## config.mk

```make
export PLATFORM = sky130hd
export DESIGN_NAME = frame_irq_ctrl
export DESIGN_NICKNAME = d
export VERILOG_FILES = /design/src/rtl/frame_irq_pkg.sv /design/src/rtl/frame_evt_sel.sv /design/src/rtl/frame_irq_cfg.sv /design/src/rtl/frame_irq_status.sv /design/src/rtl/frame_irq_req.sv /design/src/rtl/frame_irq_ctrl.sv
export SDC_FILE = /design/constraint.sdc
export NUM_CORES = 1
export LEC_CHECK = 0
export BUFFER_PORTS_ARGS = -buffer_cell sky130_fd_sc_hd__buf_2
export CAP_MARGIN = 20
export CORE_MARGIN = 2
export CORE_UTILIZATION = 41
export DETAILED_ROUTE_END_ITERATION = 8
export PLACE_DENSITY = 0.93
export REMOVE_ABC_BUFFERS = 1
export SLEW_MARGIN = 10
export SYNTH_ARGS = -nofsm -noshare
export SYNTH_HDL_FRONTEND = slang
export SYNTH_SLANG_ARGS = --single-unit
```

## constraint.sdc

```tcl
create_clock -name clk -period 2.25 [get_ports clk]
set_input_delay 0.225 -clock clk [delete_from_list [all_inputs] [get_ports clk]]
set_output_delay 0.225 -clock clk [all_outputs]
set_load 0.005 [all_outputs]
```

## src/rtl/frame_irq_pkg.sv

```systemverilog
package frame_irq_pkg;
  localparam int ADDR_W  = 2;
  localparam int NSRC    = 6;
  localparam int NFAULT  = 4;

  localparam int SRC_SOF  = 0;
  localparam int SRC_EOF  = 1;
  localparam int SRC_FLT0 = 2;

  localparam int CTL_EDGE  = 0;
  localparam int CTL_STAGE = 2;

  typedef enum logic [ADDR_W-1:0] {
    RA_CTRL = 2'd0,
    RA_MASK = 2'd1,
    RA_STAT = 2'd2,
    RA_NONE = 2'd3
  } reg_addr_e;

  typedef struct packed {
    logic first;
    logic last;
  } bound_pair_t;
endpackage

```

## src/rtl/frame_evt_sel.sv

```systemverilog
module frame_evt_sel
  import frame_irq_pkg::*;
(
  input  logic              clk,
  input  logic              rst_n,
  input  logic              stage_sel,
  input  logic              edge_sel,
  input  bound_pair_t       fetch_b,
  input  bound_pair_t       emit_b,
  input  logic [NFAULT-1:0] fault,
  output logic [NSRC-1:0]   set_vec
);
  bound_pair_t chosen;
  logic        any_frame;

  always_comb begin
    chosen = stage_sel ? emit_b : fetch_b;
  end

  always_comb begin
    set_vec           = '0;
    set_vec[SRC_SOF]  = edge_sel & chosen.first;
    set_vec[SRC_EOF]  = ~edge_sel & chosen.last;
    for (int i = 0; i < NFAULT; i++) begin
      set_vec[SRC_FLT0 + i] = fault[i];
    end
  end

  assign any_frame = fetch_b.first | fetch_b.last | emit_b.first | emit_b.last;

  // Only one frame boundary can be selected, so at most one frame flag sets per cycle.
  assert_frame_onehot_R4: assert property (@(posedge clk) disable iff (!rst_n)
    $onehot0(set_vec[SRC_EOF:SRC_SOF]));

  // A frame flag can only come from a frame marker pulse.
  assert_no_spurious_R13: assert property (@(posedge clk) disable iff (!rst_n)
    !any_frame |-> (set_vec[SRC_EOF:SRC_SOF] == 2'b00));
endmodule

```

## src/rtl/frame_irq_cfg.sv

```systemverilog
module frame_irq_cfg
  import frame_irq_pkg::*;
#(
  parameter int REG_W = 32
) (
  input  logic              clk,
  input  logic              rst_n,
  input  logic              wr_en,
  input  logic [ADDR_W-1:0] addr,
  input  logic [REG_W-1:0]  wdata,
  input  logic [NSRC-1:0]   status_i,
  output logic [REG_W-1:0]  rdata,
  output logic              stage_sel,
  output logic              edge_sel,
  output logic [NSRC-1:0]   en_mask,
  output logic [NSRC-1:0]   clr_vec
);
  logic            ctrl_ce, mask_ce;
  logic            stage_q, stage_d, edge_q, edge_d;
  logic [NSRC-1:0] mask_q, mask_d;
  logic            unused_wbits;

  assign unused_wbits = ^wdata[REG_W-1:NSRC];

  always_comb begin
    ctrl_ce = wr_en && (addr == RA_CTRL);
    mask_ce = wr_en && (addr == RA_MASK);
    stage_d = ctrl_ce ? wdata[CTL_STAGE] : stage_q;
    edge_d  = ctrl_ce ? wdata[CTL_EDGE]  : edge_q;
    mask_d  = mask_ce ? wdata[NSRC-1:0]  : mask_q;
    clr_vec = (wr_en && (addr == RA_STAT)) ? wdata[NSRC-1:0] : '0;
  end

  always_ff @(posedge clk or negedge rst_n) begin
    if (!rst_n) begin
      stage_q <= 1'b0;
      edge_q  <= 1'b0;
      mask_q  <= '0;
    end else begin
      stage_q <= stage_d;
      edge_q  <= edge_d;
      mask_q  <= mask_d;
    end
  end

  always_comb begin
    rdata = '0;
    case (addr)
      RA_CTRL: begin
        rdata[CTL_STAGE] = stage_q;
        rdata[CTL_EDGE]  = edge_q;
      end
      RA_MASK: rdata[NSRC-1:0] = mask_q;
      RA_STAT: rdata[NSRC-1:0] = status_i;
      default: rdata = '0;
    endcase
  end

  assign stage_sel = stage_q;
  assign edge_sel  = edge_q;
  assign en_mask   = mask_q;

  // Reserved control bits never read back as 1.
  assert_ctrl_reserved_R2: assert property (@(posedge clk) disable iff (!rst_n)
    (addr == RA_CTRL) |-> (rdata[1] == 1'b0 && rdata[REG_W-1:3] == '0));

  // Enable bits above the source count never read back as 1.
  assert_mask_upper_R3: assert property (@(posedge clk) disable iff (!rst_n)
    (addr == RA_MASK) |-> (rdata[REG_W-1:NSRC] == '0));
endmodule

```

## src/rtl/frame_irq_status.sv

```systemverilog
module frame_irq_status
  import frame_irq_pkg::*;
(
  input  logic            clk,
  input  logic            rst_n,
  input  logic [NSRC-1:0] set_i,
  input  logic [NSRC-1:0] clr_i,
  output logic [NSRC-1:0] status_o
);
  logic [NSRC-1:0] st_q, st_d;

  always_comb begin
    st_d = (st_q & ~clr_i) | set_i;
  end

  always_ff @(posedge clk or negedge rst_n) begin
    if (!rst_n) st_q <= '0;
    else        st_q <= st_d;
  end

  assign status_o = st_q;

  // A set flag that is not cleared stays set.
  assert_sticky_R9: assert property (@(posedge clk) disable iff (!rst_n)
    1'b1 |=> ((st_q & $past(st_q & ~clr_i)) == $past(st_q & ~clr_i)));

  // A set pulse beats a clear that arrives in the same cycle.
  assert_set_wins_R10: assert property (@(posedge clk) disable iff (!rst_n)
    (|(set_i & clr_i)) |=> ((st_q & $past(set_i)) == $past(set_i)));
endmodule

```

## src/rtl/frame_irq_req.sv

```systemverilog
module frame_irq_req
  import frame_irq_pkg::*;
(
  input  logic            clk,
  input  logic            rst_n,
  input  logic [NSRC-1:0] status_i,
  input  logic [NSRC-1:0] en_i,
  output logic            irq_o
);
  logic irq_q, irq_d;

  always_comb begin
    irq_d = |(status_i & en_i);
  end

  always_ff @(posedge clk or negedge rst_n) begin
    if (!rst_n) irq_q <= 1'b0;
    else        irq_q <= irq_d;
  end

  assign irq_o = irq_q;

  // With every source masked, the request is low one cycle later.
  assert_masked_quiet_R12: assert property (@(posedge clk) disable iff (!rst_n)
    (en_i == '0) |=> !irq_o);

  // The request never rises without some status flag set in the cycle before.
  assert_req_has_cause_R11: assert property (@(posedge clk) disable iff (!rst_n)
    $rose(irq_o) |-> $past(status_i != '0));
endmodule

```

## src/rtl/frame_irq_ctrl.sv

```systemverilog
module frame_irq_ctrl
  import frame_irq_pkg::*;
#(
  parameter int REG_W = 32
) (
  input  logic              clk,
  input  logic              rst_n,
  input  logic              reg_wr,
  input  logic [ADDR_W-1:0] reg_addr,
  input  logic [REG_W-1:0]  reg_wdata,
  output logic [REG_W-1:0]  reg_rdata,
  input  logic              fetch_first,
  input  logic              fetch_last,
  input  logic              emit_first,
  input  logic              emit_last,
  input  logic              bg_err,
  input  logic              bg_udr,
  input  logic              win_err,
  input  logic              win_udr,
  output logic              irq
);
  logic              stage_sel, edge_sel;
  logic [NSRC-1:0]   en_mask, clr_vec, set_vec, status;
  bound_pair_t       fetch_b, emit_b;
  logic [NFAULT-1:0] fault;

  assign fetch_b = '{first: fetch_first, last: fetch_last};
  assign emit_b  = '{first: emit_first,  last: emit_last};
  assign fault   = {win_udr, win_err, bg_udr, bg_err};

  frame_irq_cfg #(.REG_W(REG_W)) u_cfg (
    .clk       (clk),
    .rst_n     (rst_n),
    .wr_en     (reg_wr),
    .addr      (reg_addr),
    .wdata     (reg_wdata),
    .status_i  (status),
    .rdata     (reg_rdata),
    .stage_sel (stage_sel),
    .edge_sel  (edge_sel),
    .en_mask   (en_mask),
    .clr_vec   (clr_vec)
  );

  frame_evt_sel u_sel (
    .clk       (clk),
    .rst_n     (rst_n),
    .stage_sel (stage_sel),
    .edge_sel  (edge_sel),
    .fetch_b   (fetch_b),
    .emit_b    (emit_b),
    .fault     (fault),
    .set_vec   (set_vec)
  );

  frame_irq_status u_stat (
    .clk      (clk),
    .rst_n    (rst_n),
    .set_i    (set_vec),
    .clr_i    (clr_vec),
    .status_o (status)
  );

  frame_irq_req u_req (
    .clk      (clk),
    .rst_n    (rst_n),
    .status_i (status),
    .en_i     (en_mask),
    .irq_o    (irq)
  );

  // Fault pulses reach status whatever the select bits hold.
  assert_fault_lands_R8: assert property (@(posedge clk) disable iff (!rst_n)
    bg_err |=> status[SRC_FLT0]);
endmodule

```

* Yosys cells after proc, flatten, opt, wreduce, memory -nomap -nowiden
Index checks and enable logic that the tools add are counted.
** Cells by class
- Bitwise operators :: 7
- Equality and inequality tests :: 2
- Multiplexer cells :: 6
- Reductions and logical operators :: 5
** Operators by type and width (count)
- $and A6 B6 Y6 :: 2
- $mux W6 :: 1
- $not A6 Y6 :: 1
- $or A6 B6 Y6 :: 1
- $pmux W1 S3 :: 2
- $pmux W3 S2 :: 1
- $reduce_or A6 Y1 :: 1
- $logic_and A1 B1 Y1 :: 3
- $and A1 B1 Y1 :: 2
- $eq A2 B1 Y1 const B :: 1
- $eq A2 B2 Y1 const B :: 1
- $logic_not A2 Y1 :: 1
- $mux W2 :: 1
- $pmux W1 S2 :: 1
- $not A1 Y1 :: 1
** Word-level totals
- Logic and storage cells :: 25
- Output and inout bits :: 33
- Bits of input ports :: 45
- Register bits after elaboration :: 15

* Logic depth before layout (Yosys ltp)
Gate-level depths: netlist (run 1).
- Depth in word-level cells :: 6
- Mapped depth :: 5
- Gate-level depth less buffers :: 4

* Modules after synthesis
A second synthesis (run 1) with hierarchy kept.
** Second synthesis, totals
- Cells, all modules :: 101
- Area, all modules :: 1017.2 µm²
** By module, submodules not included
- frame_irq_cfg :: cells each 70, area each 686.9 µm², instances 1, seq. area each 200.2 µm²
- frame_irq_status :: cells each 18, area each 217.7 µm², instances 1, seq. area each 150.1 µm²
- frame_evt_sel :: cells each 8, area each 60.1 µm², instances 1, seq. area each 0.0 µm²
- frame_irq_req :: cells each 5, area each 52.6 µm², instances 1, seq. area each 25.0 µm²

* Worst setup path before layout (run 1)
OpenSTA, ideal clock, no wires.
- Kind :: input -> output
- From :: input port reg_addr[0]
- To :: output port reg_rdata[0]
- Path buffers :: 1
- Arrival :: 0.999 ns
- Required time :: 2.025 ns
- Stages :: 5
- Path slack :: 1.026 ns
- Path through :: inv_1 -> ha_1 -> buf_2 -> a222oi_1 -> nor2_1
** On the way
- Longest elaborated chain between the ends :: 2
- Elaborated cells between the ends (all ways) :: 4
- Those cells by class :: eq/ne: 2; mux: 1; reduce/logical: 1
** RTL lines
- from (decl) :: line frame_irq_ctrl.sv:9 : input logic [ADDR_W-1:0] reg_addr,
- $eq A2 B2 Y1 (tied with other cells) :: line frame_irq_cfg.sv:48 : case (addr)
- $pmux W1 S3 (*) :: line frame_irq_cfg.sv:48
- to (decl) :: line frame_irq_ctrl.sv:11 : output logic [REG_W-1:0] reg_rdata,
Mark *: on every way between the ends. The rest lies on a longest branch, timed or not.

* Worst setup path in the final report (run 1)
- From :: register u_cfg.stage_q (netlist: u_cfg.stage_sel)
- To :: output port reg_rdata[2]
** On the way
- Longest elaborated chain between the ends :: 1
** RTL lines
- from (decl) :: line frame_irq_cfg.sv:19 : logic stage_q, stage_d, edge_q, edge_d;
- from (signal assigned) :: line frame_irq_cfg.sv:40 : stage_q <= stage_d;
- $pmux W1 S3 :: line frame_irq_cfg.sv:48
No other way between the ends.

==> qor.yml, run 1 <==
setup_path:
  crit_slowest_cell: "dfrtp_1"
  arrival_ps: 1340
  cp.required_ps: 2030
  slowest_delay_ps: 430
  cp-start-kind: "flip-flop"
  cp_num_buf_inv: 1
  path_cells: "a222oi_1 -> nor2_1 -> buf_2"
  critical_path.top_delay_family: "flip-flops"
  crit_fanout: 4
  critPathKind: "reg -> out"
  crit_path_end_kind: "output port"
timing:
  tns_ps: 0
  period_minus_slack_ps: 1560
  grt_setup_unrepaired: "false"
  timing_hold_violations_final: 0
  finClkSkew_ps: 5.26
  setup_viol: 0
  post-route-period-util: 0.695
  drv_slew: 0
  fmax_ghz: 0.640
clock_network:
  cts_tree: "done"
  clock_latency_ps: 290
  root_buffer: "clkbuf_4"
  h-tree-depth: 1
  cts_setup_buffers: 0
  cts.path.max_buffers: 2
  clkTransAtPathRegs_ps: 90
  cts_buffers: 3
  clock_sinks: 15
grt:
  antenna_found_initial: 0
  grt_start_max_net_pins: 16
  grt_pass1_vias: 630
  grt_overflow_total: 0
  grt_pass1_wl_mm: 2.75
  grt_usage: 0.137
power:
  p_per_area_nw_per_um2: 606
  ir_drop_mv: 0.349
  p_leak_nw: 0.521
synth:
  synth_top_area_cell: "dfrtp_1"
  ys_types: 18
  yosysMostFrequentCell: "buf_4"
  synth_edf_count: 0
  ys.flop_type: "dfrtp_1"
  ys_ff_latch: 15
  synthArstFlopShare: 1.00
  ys_seq_area_frac: 0.392
  synthTopCellsByCount: "27 x buf_4, 15 x dfrtp_1, 9 x mux2_2, 7 x a22oi_1, 7 x nand3_1"
  postSynthCellCount: 90
  yosys_warnings: 0
  synth_area_per_cell_um2: 10.6
  synth_area_um2: 958
  synthTopCellsByArea: "dfrtp_1 39%, buf_4 21%, mux2_2 11%"
  synth_top_area_frac: 0.392
layout:
  syn_to_final_growth_pct: 8.75
  nets: 167
  diodes: 0
  utilization: 0.471
  drive_gt1_frac: 0.333
floorplan:
  fp.dieW_um: 52.4
  io_pins: 78
  die_y_um: 52.4
  core-area_um2: 2210
  dieArea_um2: 2740
  start_util: 0.433
  placementRows: 17
place:
  gp_congestion: 0.701
  io_buffers: 25
  dp.final_hpwl_mm: 1.43
detailed_routing:
  num_vias: 676
  first_pass_iters: 6
  wl_per_cell_um: 12.1
  wirelength_mm: 1.76
  routed_via_density: 4.66
  drc: 0
  drt_iter0_drc: 19
  final_antenna_net_count: 0
worst_hold_path:
  worst_hold_path_type: "in -> reg"
run:
  max_cap_viol_count: 0
outcome:
  outcome: "finished, final reports clean"
[kinds of logic (layout without fill, tap and decap cells)]
kind of cell,count (synthesis),after routing,synth area share
flip-flops,15,15,0.392
AO/OA/AOI/OAI,15,15,0.125
buffers and inverters,30,32,0.225
adder cells (fa/ha/maj),4,4,0.0522
other,1,26,0.00391
multiplexers,10,10,0.116
AND/OR/NAND/NOR,15,15,0.0862
[layer usage]
metal / up-vias / GRT usage / wire, um
met4: 0 / 0.0641 / 29
li1: 320 / - / -
met2: 30 / 0.235 / 950
met5: - / 0 / 0
met3: 4 / 0.0171 / 109
met1: 322 / 0.169 / 672
[per-stage QoR]
step / setup slack [ps] / power, mW / cell area [um2] / instances / hold slack [ps]
after detailed placement: 713 / 0.484 / 1000 / 140 / 148
after CTS: 710 / 0.639 / 1040 / 145 / 105
after global routing: 595 / 0.675 / 1040 / 145 / 102
after global placement: 751 / 0.475 / 1000 / 140 / 132
after floorplan: 1070 / 0.423 / 845 / 87 / -70.6
final: 687 / 0.632 / 1040 / 145 / 108
[state kept, by name (all words and copies together), names as in the netlist]
signal / cells
u_req.irq_o: 1
u_stat.status_o: 6
u_cfg.en_mask: 6
u_cfg.stage_sel: 1
u_cfg.edge_sel: 1
[repair_timing]
| action | in CTS | in global routing |
|---|---|---|
| hold endpoints to repair | 15 | 0 |
| gates resized for setup | 0 | 0 |
| hold buffers | 1 | 0 |
[final cells by class]
class	instances	area, um2
Clock inverter	1	5.00
Tap cell	28	35.0
Timing Repair Buffer	26	135
Fill cell	216	1170
Sequential cell	15	375
Multi-Input combinational cell	70	462
Inverter	2	7.51
Clock buffer	3	22.5
[final timing paths]
path,startpoint,end,slack (ps),depth (start not counted)
min in group asynchronous,rst_n,u_cfg.en_mask[2],360,2
hold reg to reg,u_cfg.edge_sel,u_stat.status_o[1],520,1
max in group asynchronous,rst_n,u_stat.status_o[0],1640,2
hold / removal,bg_udr,u_stat.status_o[3],110,2
setup reg to reg,u_cfg.stage_sel,u_stat.status_o[0],1160,2
setup / recovery,u_cfg.stage_sel,reg_rdata[2],690,3
[cell usage in the layout, fill, tap and decap left out]
cell / n
buf_2: 25
conb_1: 26
nand2_4: 1
a222oi_1: 2
dfrtp_1: 15
mux2_2: 9
mux2i_1: 1
nand2_1: 1
a22oi_1: 7
nor2b_1: 4
clkinv_2: 1
a22o_1: 1
dlygate4sd3_1: 1
inv_1: 2
clkbuf_4: 3
ha_1: 4
a21o_1: 4
o2bb2ai_1: 1
nand3_1: 7
nor2_1: 2
[power by group]
group | internal [mW] | switching [mW]
Combinational | 0.0751 | 0.0654
Clock | 0.0661 | 0.0867
Sequential | 0.307 | 0.0315
Total | 0.448 | 0.184
(Power assumes the default switching activity.)
==> run 2, diff against run 1 <==
Settings changed: CORE_UTILIZATION 41 to 35, PLACE_DENSITY 0.93 to 0.85.
Clock period 2.25 ns to 1.3 ns, I/O delays scaled along.
==> qor.yml, run 2 (synthesized netlist as in run 1, its figures left out) <==
detailed_routing:
  wirelength_mm: 1.91  # +8.7%
  routed_via_density: 4.64  # -0.51%
  drc: 0  # unchanged
  first_pass_iters: 4  # -2
  final_antenna_net_count: 0  # unchanged
  num_vias: 705  # +4.3%
  drt_iter0_drc: 24  # +5
  wl_per_cell_um: 12.6  # +3.7%
power:
  ir_drop_mv: 0.545  # +56%
  p_comb_frac: 0.257  # +0.035
  p_switching_uw: 326  # +78%
  p_sw_frac: 0.288  # -0.00297
  p_leak_nw: 0.540  # +3.5%
  clkPwrFrac: 0.233  # -0.009
  intPower_uw: 807  # +80%
  p_per_area_nw_per_um2: 1040  # +72%
  power.share.sequential: 0.510  # -0.026
outcome:
  outcome: "complete, but fails checks"
  violations: "setup timing"
layout:
  ff_latch_area_um2: 375  # unchanged
  syn_to_final_growth_pct: 13.3
  layout_commonest_cell: "conb_1"
  nets: 172  # +3.0%
  fin_area_um2: 1090  # +4.2%
  fill_cells: 248  # +15%
  layout_common_cells: "26 x conb_1, 25 x buf_2, 15 x dfrtp_1"
  diodes: 0  # unchanged
  multi_input_area_um2: 467  # +1.1%
  drive_gt1_frac: 0.369  # +0.0355
floorplan:
  placementRows: 18  # +1
  die_y_um: 56.3  # +7.6%
  start_util: 0.377  # -0.0567
  dieArea_um2: 3170  # +16%
  fp.dieW_um: 56.3  # +7.6%
  io_pins: 78  # unchanged
  core-area_um2: 2540  # +15%
grt:
  grt_usage: 0.123  # -0.0145
  antenna_found_initial: 0  # unchanged
  grt_overflow_total: 0  # unchanged
  grt_start_max_net_pins: 16  # unchanged
  grt_pass1_wl_mm: 2.97  # +8.0%
  grt_pass1_vias: 668  # +6.0%
clock_network:
  clock_latency_ps: 280  # about the same
  root_buffer: "clkbuf_4"
  clock_sinks: 15  # unchanged
  h-tree-depth: 1  # unchanged
  cts_buffers: 3  # unchanged
  cts.path.max_buffers: 2  # unchanged
  cts_tree: "done"
  clkTransAtPathRegs_ps: 90  # about the same
timing:
  setup_viol: 2  # +2
  fmax_ghz: 0.729
  finClkSkew_ps: 6.00  # +0.735 ps
  grt_setup_unrepaired: "true"
  period_minus_slack_ps: 1370
  timing_hold_violations_final: 0  # unchanged
  drv_slew: 0  # unchanged
  setup_slack_ps: -72.0  # -759 ps
  post-route-period-util: 1.06
setup_path:
  r2r-start: "u_cfg.stage_sel"
  arrival_ps: 1240  # -100 ps
  critPathKind: "reg -> out"
  cp-start-kind: "flip-flop"
  crit_path_start: "u_stat.status_o[0]"
  rr_worst_depth: 3  # +1
  cp.required_ps: 1170  # -860 ps
  crit_path_end_kind: "output port"
  crit_fanout: 2  # -2
worst_hold_path:
  worstHoldStart: "bg_udr"
  worst_hold_path_type: "in -> reg"
  hold_depth: 2  # unchanged
place:
  dp.final_hpwl_mm: 1.45  # +1.5%
  placed_area_um2: 1020  # +1.7%
  io_buffers: 25  # unchanged
  dp_slack_ps: -21.7  # -734 ps
  gp_congestion: 0.736  # +5.0%
run:
  max_cap_viol_count: 0  # unchanged
-- run 2: cell count changes in the layout (fill, tap and decap cells not counted) --
cell / delta
buf_4: +5
clkbuf_1: +1
clkinv_2: -1
ha_1: -2
ha_2: +2
-- run 2: layout make-up --
| class | instances | share of cell area |
|---|---|---|
| clock buffers | 4 | 0.0242 |
| inverters | 2 | 0.00691 |
| multi-input cells | 70 | 0.430 |
| flip-flops and latches | 15 | 0.346 |
| well taps | 30 | 0.0346 |
| repair buffers | 31 | 0.159 |
-- run 2: worst paths after layout --
kind                            slack, ps                  to
worst max register to register        140  u_stat.status_o[0]
worst min register to register        520  u_stat.status_o[4]
max in group asynchronous             780    u_cfg.en_mask[0]
min in group asynchronous             270    u_cfg.en_mask[4]
worst min-delay path                   20  u_stat.status_o[3]
worst max-delay path                  -70        reg_rdata[0]
-- run 2: worst max-delay path, cell delays in order (launching register included) --
cell and delay, ps:
dfrtp_1 390, a222oi_1 370, nor2_1 70, buf_2 130
-- run 2: repair_timing --
action	CTS	global route
hold buffers	1	0
pin swaps	2	1
endpoints found under the hold margin	15	0
buffers inserted	3	0
gates resized for setup	0	2
setup endpoints to repair	2	6
-- run 2: routing by layer --
metal	global-route usage	vias up	routed length [um]
met5	0	-	0
met4	0.0408	0	0
met3	0.0346	0	179
met2	0.208	46	965
met1	0.149	330	770
li1	-	329	-
-- run 2: power by group through the flow --
stage               clock network [mW]  registers (mW)  logic, mW
floorplan                            0           0.579      0.153
global placement                     0           0.590      0.238
detailed placement                   0           0.595      0.249
CTS                              0.275           0.575      0.291
global route                     0.302           0.586      0.323
finish                           0.264           0.578      0.291
-- run 2: metrics by stage --
stage,utilization,setup TNS (ps),power [mW],hold WS (ps),instances
after floorplan,-,0,0.733,-166,87
after global placement,0.402,0,0.829,37.0,144
after detailed placement,0.402,-21.7,0.845,51.0,144
after CTS,0.425,-143,1.14,11.8,152
after global routing,0.427,-362,1.21,15.3,152
final,0.427,-129,1.13,21.6,152
==> run 3, diff against run 2 <==
Settings changed: GPL_TIMING_DRIVEN set to 0, RECOVER_POWER set to 100.
==> qor.yml, run 3 (synthesized netlist as in run 1, its figures left out) <==
layout:
  multi_input_area_um2: 462  # -1.1%
  syn_to_final_growth_pct: 9.66
  nets: 170  # -1.2%
  ff_latch_area_um2: 375  # unchanged
  layout_common_cells: "26 x conb_1, 18 x buf_2, 15 x dfrtp_1"
  layout_commonest_cell: "conb_1"
  fill_cells: 263  # +6.0%
  fin_area_um2: 1050  # -3.2%
  drive_gt1_frac: 0.283  # -0.0855
  utilization: 0.413  # -0.0138
  final_cells: 150  # -1.3%
  diodes: 0  # unchanged
place:
  gp_congestion: 0.760  # +3.3%
  dp.final_hpwl_mm: 1.41  # -2.4%
  io_buffers: 25  # unchanged
  dp_cells: 142  # -1.4%
  placed_area_um2: 1010  # -1.5%
  dp_slack_ps: -11.4  # +10.3 ps
clock_network:
  root_buffer: "clkbuf_4"
  clock_sinks: 15  # unchanged
  cts.path.max_buffers: 2  # unchanged
  cts_tree: "done"
  clkTransAtPathRegs_ps: 100  # about the same
  cts_buffers: 3  # unchanged
  clock_latency_ps: 290  # about the same
  h-tree-depth: 1  # unchanged
power:
  power.share.sequential: 0.519  # +0.009
  p_switching_uw: 336  # +3.2%
  intPower_uw: 779  # -3.5%
  p_comb_frac: 0.230  # -0.027
  clkPwrFrac: 0.251  # +0.018
  total_power_mw: 1.12  # -1.6%
  ir_drop_mv: 0.544  # -0.32%
  p_sw_frac: 0.302  # +0.0139
  p_per_area_nw_per_um2: 1060  # +1.7%
  p_leak_nw: 0.497  # -7.9%
timing:
  period_minus_slack_ps: 1350  # -24.2 ps
  fin_hold_ws_ps: 4.34  # -17.3 ps
  fmax_ghz: 0.742  # +1.8%
  grt_setup_unrepaired: "true"
  tns_ps: -49.3  # +79.5 ps
  max_slew.worst_pin.slew_ps: 816
  setup_viol: 2  # unchanged
  drv_slew: 0  # unchanged
  slew_headroom: 0.456
  post-route-period-util: 1.04  # -0.0186
  setup_slack_ps: -47.8  # +24.2 ps
  finClkSkew_ps: 9.50  # +3.50 ps
  timing_hold_violations_final: 0  # unchanged
floorplan:
  start_util: 0.377  # unchanged
  placementRows: 18  # unchanged
  core-area_um2: 2540  # unchanged
  die_y_um: 56.3  # unchanged
  io_pins: 78  # unchanged
  fp.dieW_um: 56.3  # unchanged
  dieArea_um2: 3170  # unchanged
setup_path:
  critPathKind: "reg -> out"
  slowest_delay_ps: 400  # about the same
  path_cells: "a222oi_1 -> nor2_1 -> buf_2"
  crit_slowest_cell: "dfrtp_1"
  cp-start-kind: "flip-flop"
  arrival_ps: 1220  # -20 ps
  cp.required_ps: 1170  # about the same
  crit_path_end_kind: "output port"
  crit_fanout: 2  # unchanged
  critical_path.top_delay_family: "flip-flops"
  cp_num_buf_inv: 1  # unchanged
outcome:
  outcome: "complete, but fails checks"
  violations: "setup timing"
grt:
  grt_usage: 0.126  # +0.00289
  antenna_found_initial: 0  # unchanged
  grt_pass1_vias: 680  # +1.8%
  grt_start_max_net_pins: 16  # unchanged
  grt_overflow_total: 0  # unchanged
  grt_pass1_wl_mm: 3.08  # +3.7%
detailed_routing:
  routed_via_density: 4.77  # +2.9%
  final_antenna_net_count: 0  # unchanged
  wl_per_cell_um: 12.3  # -2.4%
  drt_iter0_drc: 42  # +75%
  drc: 0  # unchanged
  num_vias: 716  # +1.6%
  wirelength_mm: 1.84  # -3.7%
  first_pass_iters: 4  # unchanged
run:
  max_cap_viol_count: 0  # unchanged
worst_hold_path:
  worst_hold_path_type: "in -> reg"
-- run 3: worst paths after layout --
path | start | to | slack, ps | cells after the start
worst min-delay path | bg_udr | u_stat.status_o[3] | 4 | 2
min in group asynchronous | rst_n | u_stat.status_o[4] | 430 | 2
worst max-delay path | u_cfg.stage_sel | reg_rdata[2] | -50 | 3
worst max register to register | u_cfg.stage_sel | u_stat.status_o[0] | 70 | 3
max in group asynchronous | rst_n | u_stat.status_o[2] | 360 | 2
worst min register to register | u_stat.status_o[2] | u_stat.status_o[2] | 530 | 1
-- run 3: worst reg2reg max path, stage by stage (launching register included) --
cell and delay, ps:
dfrtp_1 370, clkbuf_1 170, mux2_2 350, a22o_1 230
-- run 3: final cells by class --
type,count,share of cell area
well taps,30,0.0357
multi-input cells,70,0.439
flip-flops and latches,15,0.357
inverters,2,0.00714
repair buffers,29,0.135
clock inverters,1,0.00476
clock buffers,3,0.0214
-- run 3: timing repair --
item	CTS	global route
hold buffers	1	0
gates resized for setup	1	2
hold endpoints to repair	15	0
setup endpoints to repair	3	4
pin swaps	2	0
buffers inserted	2	1
-- run 3: power groups by stage --
stage | Sequential (mW) | Clock [mW] | Combinational [mW]
after floorplan | 0.579 | 0 | 0.153
after global placement | 0.590 | 0 | 0.235
after detailed placement | 0.595 | 0 | 0.242
after CTS | 0.578 | 0.279 | 0.272
after global routing | 0.587 | 0.312 | 0.288
final | 0.578 | 0.280 | 0.257
-- run 3: routing by layer --
metal  vias up  share of wire  global-route usage
li1        323              -                   -
met1       341           0.41               0.155
met2        48           0.48               0.202
met3         4          0.089              0.0346
met4         0          0.022              0.0612
met5         -              0                   0
